--- src/rtl/sercodec_pkg.sv ---
package sercodec_pkg;

    localparam int WORD_W     = 16;
    localparam int FRAME_BITS = 16;
    localparam int MIN_PERIOD = FRAME_BITS + 1;

    typedef logic [WORD_W-1:0] word_t;

    // one data channel: readable holding stage and shifting transfer stage
    typedef struct packed {
        word_t hold;
        word_t xfer;
    } dbuf_t;

    // chained configuration pair
    typedef struct packed {
        word_t timer;
        word_t waits;
    } cfg_t;

    // last serial-clock position of a frame, with the minimum period enforced
    function automatic word_t frame_last_pos(input word_t timer);
        if (timer < word_t'(MIN_PERIOD))
            return word_t'(MIN_PERIOD - 1);
        return timer - word_t'(1);
    endfunction

endpackage

--- src/rtl/sercodec_framer.sv ---
module sercodec_framer
    import sercodec_pkg::*;
#(
    parameter int SCLK_HALF = 2
) (
    input  logic  clk,
    input  logic  rst,
    input  logic  en,
    input  word_t last_pos,
    output logic  sclk,
    output logic  fsync,
    output logic  busy,
    output logic  tx_load,
    output logic  tx_clear,
    output logic  rx_shift,
    output logic  frame_end
);

    localparam int DIV_W = (SCLK_HALF > 1) ? $clog2(SCLK_HALF) : 1;

    logic [DIV_W-1:0] div_cnt;
    word_t            pos;
    word_t            pos_nxt;
    logic             div_wrap;
    logic             rise_tk;
    logic             fall_tk;
    logic             data_nxt;

    assign div_wrap = (div_cnt == DIV_W'(SCLK_HALF - 1));
    assign rise_tk  = en && div_wrap && !sclk;
    assign fall_tk  = en && div_wrap && sclk;

    always_comb begin
        if (pos == '1 || pos >= last_pos)
            pos_nxt = '0;
        else
            pos_nxt = pos + word_t'(1);
    end

    assign data_nxt  = (pos_nxt != '0) && (pos_nxt <= word_t'(FRAME_BITS));
    assign tx_load   = rise_tk && data_nxt;
    assign tx_clear  = rise_tk && !data_nxt;
    assign rx_shift  = fall_tk && busy;
    assign frame_end = fall_tk && busy && (pos == word_t'(FRAME_BITS));
    assign fsync     = (pos == '0);

    always_ff @(posedge clk) begin
        if (rst || !en) begin
            div_cnt <= '0;
            sclk    <= 1'b0;
            pos     <= '1;
            busy    <= 1'b0;
        end else begin
            div_cnt <= div_wrap ? '0 : div_cnt + DIV_W'(1);
            if (div_wrap)
                sclk <= ~sclk;
            if (rise_tk) begin
                pos <= pos_nxt;
                if (pos_nxt == word_t'(1))
                    busy <= 1'b1;
            end
            if (frame_end)
                busy <= 1'b0;
        end
    end

    AST_SYNC_OUTSIDE_DATA: assert property (@(posedge clk) disable iff (rst)
        fsync |-> !busy);
    AST_FRAME_CLOSES: assert property (@(posedge clk) disable iff (rst)
        frame_end |=> !busy);
    AST_SCLK_HOLDS: assert property (@(posedge clk) disable iff (rst)
        (en && $past(en) && !$past(div_wrap)) |-> $stable(sclk));

endmodule

--- src/rtl/sercodec_chan.sv ---
module sercodec_chan
    import sercodec_pkg::*;
(
    input  logic  clk,
    input  logic  rst,
    input  logic  en,
    input  logic  load,
    input  word_t wdata,
    input  logic  tx_load,
    input  logic  tx_clear,
    input  logic  rx_shift,
    input  logic  rx,
    output word_t hold,
    output logic  tx
);

    dbuf_t r;

    always_ff @(posedge clk) begin
        if (rst) begin
            r  <= '0;
            tx <= 1'b0;
        end else begin
            if (load) begin
                r.hold <= r.xfer;
                r.xfer <= wdata;
            end else if (rx_shift) begin
                r.xfer <= {r.xfer[WORD_W-2:0], rx};
            end
            if (!en)
                tx <= 1'b0;
            else if (tx_load)
                tx <= r.xfer[WORD_W-1];
            else if (tx_clear)
                tx <= 1'b0;
        end
    end

    assign hold = r.hold;

    AST_LOAD_PUSHES: assert property (@(posedge clk) disable iff (rst)
        load |=> (r.hold == $past(r.xfer)));
    AST_NO_LOAD_WHILE_SHIFT: assert property (@(posedge clk) disable iff (rst)
        load |-> !rx_shift);
    AST_TX_QUIET_OFF: assert property (@(posedge clk) disable iff (rst)
        !en |=> !tx);

endmodule

--- src/rtl/sercodec_cfg.sv ---
module sercodec_cfg
    import sercodec_pkg::*;
(
    input  logic  clk,
    input  logic  rst,
    input  logic  load,
    input  word_t wdata,
    output word_t timer,
    output word_t waits
);

    cfg_t c;

    always_ff @(posedge clk) begin
        if (rst) begin
            c <= '0;
        end else if (load) begin
            c.timer <= c.waits;
            c.waits <= wdata;
        end
    end

    assign timer = c.timer;
    assign waits = c.waits;

    AST_CFG_CHAIN: assert property (@(posedge clk) disable iff (rst)
        load |=> (timer == $past(waits)));
    AST_CFG_KEEP: assert property (@(posedge clk) disable iff (rst)
        !load |=> $stable(c));

endmodule

--- src/rtl/sercodec_dbuf.sv ---
module sercodec_dbuf
    import sercodec_pkg::*;
#(
    parameter int ADDR_W    = 3,
    parameter int NUM_CH    = 2,
    parameter int CH_BASE   = 5,
    parameter int CFG_ADDR  = 7,
    parameter int SCLK_HALF = 2
) (
    input  logic              clk,
    input  logic              rst,
    input  logic              enable,
    input  logic [ADDR_W-1:0] bus_addr,
    input  logic              bus_wr,
    input  logic              bus_rd,
    input  logic [15:0]       bus_wdata,
    output logic [15:0]       bus_rdata,
    input  logic [15:0]       ext_rdata,
    output logic              ext_strobe,
    input  logic [NUM_CH-1:0] rx_i,
    output logic [NUM_CH-1:0] tx_o,
    output logic              sclk,
    output logic              fsync,
    output logic              irq,
    output logic              overrun,
    output logic [15:0]       wait_cnt
);

    logic [NUM_CH-1:0] hit_ch;
    logic [NUM_CH-1:0] load_ch;
    word_t             hold_w [NUM_CH];
    logic              hit_cfg;
    logic              any_hit;
    logic              wr_ch;
    logic              accept;
    logic              cfg_load;
    word_t             timer;
    logic              busy;
    logic              tx_load;
    logic              tx_clear;
    logic              rx_shift;
    logic              frame_end;

    assign hit_cfg  = (bus_addr == ADDR_W'(CFG_ADDR));
    assign any_hit  = (|hit_ch) || hit_cfg;
    assign wr_ch    = bus_wr && enable && (|hit_ch);
    assign accept   = wr_ch && !busy;
    assign cfg_load = bus_wr && enable && hit_cfg;

    sercodec_framer #(.SCLK_HALF(SCLK_HALF)) u_framer (
        .clk      (clk),
        .rst      (rst),
        .en       (enable),
        .last_pos (frame_last_pos(timer)),
        .sclk     (sclk),
        .fsync    (fsync),
        .busy     (busy),
        .tx_load  (tx_load),
        .tx_clear (tx_clear),
        .rx_shift (rx_shift),
        .frame_end(frame_end)
    );

    sercodec_cfg u_cfg (
        .clk  (clk),
        .rst  (rst),
        .load (cfg_load),
        .wdata(bus_wdata),
        .timer(timer),
        .waits(wait_cnt)
    );

    for (genvar i = 0; i < NUM_CH; i++) begin : g_ch
        assign hit_ch[i]  = (bus_addr == ADDR_W'(CH_BASE + i));
        assign load_ch[i] = accept && hit_ch[i];

        sercodec_chan u_chan (
            .clk     (clk),
            .rst     (rst),
            .en      (enable),
            .load    (load_ch[i]),
            .wdata   (bus_wdata),
            .tx_load (tx_load),
            .tx_clear(tx_clear),
            .rx_shift(rx_shift),
            .rx      (rx_i[i]),
            .hold    (hold_w[i]),
            .tx      (tx_o[i])
        );
    end

    always_comb begin
        bus_rdata = ext_rdata;
        if (enable) begin
            for (int i = 0; i < NUM_CH; i++)
                if (hit_ch[i])
                    bus_rdata = hold_w[i];
            if (hit_cfg)
                bus_rdata = timer;
        end
    end

    assign ext_strobe = !enable && any_hit && (bus_wr || bus_rd);

    always_ff @(posedge clk) begin
        if (rst) begin
            irq     <= 1'b0;
            overrun <= 1'b0;
        end else begin
            if (!enable)
                irq <= 1'b0;
            else if (frame_end)
                irq <= 1'b1;
            else if (accept)
                irq <= 1'b0;
            if (wr_ch && busy)
                overrun <= 1'b1;
        end
    end

    AST_IRQ_HELD: assert property (@(posedge clk) disable iff (rst)
        (enable && irq && !accept) |=> irq);
    AST_OVERRUN_STICKY: assert property (@(posedge clk) disable iff (rst)
        overrun |=> overrun);
    AST_BUSY_WRITE_FLAGGED: assert property (@(posedge clk) disable iff (rst)
        (wr_ch && busy) |=> overrun);
    AST_OFF_SILENT: assert property (@(posedge clk) disable iff (rst)
        !enable |=> (!sclk && !fsync && !irq));
    AST_ONE_CHANNEL: assert property (@(posedge clk) disable iff (rst)
        $onehot0(load_ch));

endmodule

--- config.mk ---
export PLATFORM = sky130hd
export DESIGN_NAME = sercodec_dbuf
export DESIGN_NICKNAME = d
export VERILOG_FILES = /design/src/rtl/sercodec_pkg.sv /design/src/rtl/sercodec_framer.sv /design/src/rtl/sercodec_chan.sv /design/src/rtl/sercodec_cfg.sv /design/src/rtl/sercodec_dbuf.sv
export SDC_FILE = /design/constraint.sdc
export NUM_CORES = 1
export LEC_CHECK = 0
export BUFFER_PORTS_ARGS = -buffer_cell sky130_fd_sc_hd__clkbuf_2
export CAP_MARGIN = 20
export CORE_MARGIN = 5
export CORE_UTILIZATION = 50
export DETAILED_ROUTE_END_ITERATION = 6
export PLACE_DENSITY_LB_ADDON = 0.1
export SLEW_MARGIN = 20
export SYNTH_ARGS = -nofsm -noshare
export SYNTH_HDL_FRONTEND = slang
export SYNTH_SLANG_ARGS = --single-unit
--- constraint.sdc ---
create_clock -name clk -period 9.7 [get_ports clk]
set_clock_uncertainty 0.2 [all_clocks]
set_input_delay 1.94 -clock clk [delete_from_list [all_inputs] [get_ports clk]]
set_output_delay 1.94 -clock clk [all_outputs]
set_load 0.1 [all_outputs]
==> flow_metrics.env <==
export IMPL_synth_simple_area_share_pct=28.16
export IMPL_ys_flop_type="dfxtp_1"
export IMPL_stdcell_area_mm2=0.007264
export IMPL_wl_per_cell_um=18.11
export IMPL_hp_start="g_ch[1].u_chan.hold[4]"
export IMPL_finalMaxSlewViolations=0
export IMPL_grt_max_degree=100
export IMPL_yosysTopAreaCell="dfxtp_1"
export IMPL_insertion_delay_ps=420
export IMPL_chipHeight_um=122.7
export IMPL_route_vias_total=6237
export IMPL_drcViolationCount=1
export IMPL_power_total_w=0.001279
export IMPL_cts_buffers_inserted=17
export IMPL_synth_fp_nets=919
export IMPL_place_area_mm2=0.006670
export IMPL_failed_checks="design-rule violations"
export IMPL_critical_path_class="input pin to primary output"
export IMPL_whs_path_depth=2
export IMPL_gr_total_overflow=0
export IMPL_ant_nets=0
export IMPL_synthArstFlopShare_pct=0
export IMPL_drt_iter0_drc=548
export IMPL_first_global_vias=5752
export IMPL_rows=41
export IMPL_netlist_instances=858
export IMPL_syn_area_mm2=0.006354
export IMPL_grt_pass1_wl_um=30880
export IMPL_fin_setup_tns_ps=0
export IMPL_hold_violations=0
export IMPL_period_needed_ps=6416
export IMPL_yosysWarningCount=0
export IMPL_antenna_found_initial=0
export IMPL_crit_required_ps=7560
export IMPL_yosysTopAreaCellShare_pct=37.50
export IMPL_drt_wl_total_um=19490
export IMPL_hold_class="flop to flop"
export IMPL_clkTransAtPathRegs_ps=50
export IMPL_ys_top_cells_by_count="nand2_1, dfxtp_1, a21oi_1, nor2_1, clkbuf_1"
export IMPL_arrival_ps=4280
export IMPL_dieArea_mm2=0.01506
export IMPL_muxShareOfSynthArea_pct=0.6302
export IMPL_cts_resized_gates=0
export IMPL_clock_root_buffer="clkbuf_16"
export IMPL_reg2reg_from="u_cfg.timer[0]"
export IMPL_power_leakage_nw=2.795
export IMPL_cap_violations=0
export IMPL_synthXorXnorAreaFrac_pct=1.792
export IMPL_synth_avg_cell_area_um2=7.405
export IMPL_portBuffers=80
export IMPL_hold_end="g_ch[1].u_chan.hold[4]"
export IMPL_timing_rr_end="u_framer.pos[11]"
export IMPL_seq_area_frac_synth_pct=37.50
export IMPL_place_hpwl_um=13960
export IMPL_max_slew_margin_pct=19.78
export IMPL_synthTopCellsByArea="dfxtp_1, nand2_1, a21oi_1"
export IMPL_power_density_mw_per_mm2=176.1
export IMPL_max_freq_mhz=155.9
export IMPL_worstMarginPinSlew_ps=1197
export IMPL_firstDrtPassIters=7
export IMPL_ir_worst_vdd_mv=0.1184
export IMPL_track_usage_pct=26.44
export IMPL_cts_buffer_depth=2
export IMPL_start_util_pct=50.76
export IMPL_hold_slack_ps=255.4
export IMPL_diodes=0
export IMPL_cts_sinks=119
export IMPL_num_nets_final=952
export IMPL_r2r_setup_slack_ps=5310
export IMPL_worst_path_max_fanout=18
export IMPL_synth_compound_area_share_pct=22.17
export IMPL_die_x_um=122.7
export IMPL_finalCritPeriodShare_pct=66.14
export IMPL_synth_cell_types=62
export IMPL_worstSetupEndpointType="primary output"
export IMPL_io_pins=81
export IMPL_synth_seq_cells=119
export IMPL_start_kind="input pin"
export IMPL_synth_top_family_by_area="simple AND/OR/NAND/NOR gates"
export IMPL_cts_tree="done"
export IMPL_setup_viol=0
export IMPL_cts_max_level=4
export IMPL_synthAdderAreaFrac_pct=3.742
export IMPL_cts_setup_buffers=0
export IMPL_ctsHoldBuffers=0
export IMPL_vias_per_cell=5.796
export IMPL_r2r_cells=13
export IMPL_area_growth_pct=14.34
export IMPL_place_congestion=0.9204
export IMPL_coreArea_mm2=0.01252
export IMPL_synth_edf_count=0
export IMPL_run_status="complete, but fails checks"
export IMPL_synth_most_common_cell="nand2_1"
export IMPL_drive_gt1_share_pct=14.49
export IMPL_rsz0062_at_grt="no"
## cells by family (layout without fill, tap and decap cells)
family,count (synthesis),in the layout
AND/OR/NAND/NOR,403,403
AO/OA/AOI/OAI,217,217
flip-flops,119,119
buffers and inverters,83,129
adder cells (fa/ha/maj),19,19
XOR/XNOR,13,13
multiplexers,4,4
## worst max-delay path by stage
stage | startpoint | end | cells after the start
floorplan | enable | ext_strobe | 2
finish | enable | bus_rdata[14] | 6
detailed placement | enable | bus_rdata[8] | 6
global route | enable | bus_rdata[10] | 6
global placement | enable | bus_rdata[14] | 6
CTS | enable | bus_rdata[8] | 6
## metrics by stage
| stage | cells | utilization [%] | setup slack (ps) |
|---|---|---|---|
| finish | 1076 | 58.04 | 3284 |
| global route | 1076 | 58.04 | 3101 |
| CTS | 1076 | 57.97 | 3019 |
| detailed placement | 1044 | 53.29 | 3024 |
| global placement | 1044 | 53.29 | 3177 |
| floorplan | 858 | - | 2312 |
## layout make-up
cell class,count,area [um2]
clock buffers,22,464.2
clock inverters,10,121.4
fillers,1252,5253
inverters,12,45.04
multi-input cells,656,3598
flip-flops and latches,119,2382
well taps,172,215.2
repair buffers,85,437.9
## layer usage
metal,wire [um],up-vias,track usage (%)
met1,8632,2933,36.20
met2,9228,215,41.51
li1,-,3064,-
met5,0,-,0
met3,1319,25,6.313
met4,310,0,7.558
## placed cells by master (no fill, tap or decap), types with 13 or more instances in the layout
cell type,synthesis,layout
nor2_1,64,64
dfxtp_1,119,119
ha_1,19,19
clkbuf_2,2,79
a2bb2oi_1,15,15
nand2_1,246,246
nand3_1,14,13
a21oi_1,113,113
a311oi_1,31,31
clkbuf_16,0,17
## flip-flops by register name (all words and copies together), names as in the netlist
signal and count:
u_cfg.waits 16, g_ch.u_chan.tx 2, overrun 1, u_framer.div_cnt 1, u_framer.pos 16, u_framer.busy 1, g_ch.u_chan.hold 32, u_framer.sclk 1
irq 1, u_cfg.timer 16, g_ch.u_chan.r 32
## power breakdown
group          total, W  internal (W)  switching, W  leakage (nW)
sequential     0.000502      0.000494    0.00000870         0.961
combinational  0.000154     0.0000370      0.000117          1.55
clock          0.000622      0.000393      0.000230         0.285
total           0.00128      0.000923      0.000356          2.80
## worst max-delay path, stage by stage
cell and delay (ps):
clkbuf_2 200, and2_1 630, nor2b_2 750, nor2_1 90, a31oi_1 170, clkbuf_2 480
Note: power is estimated with default switching activity, not from simulation.
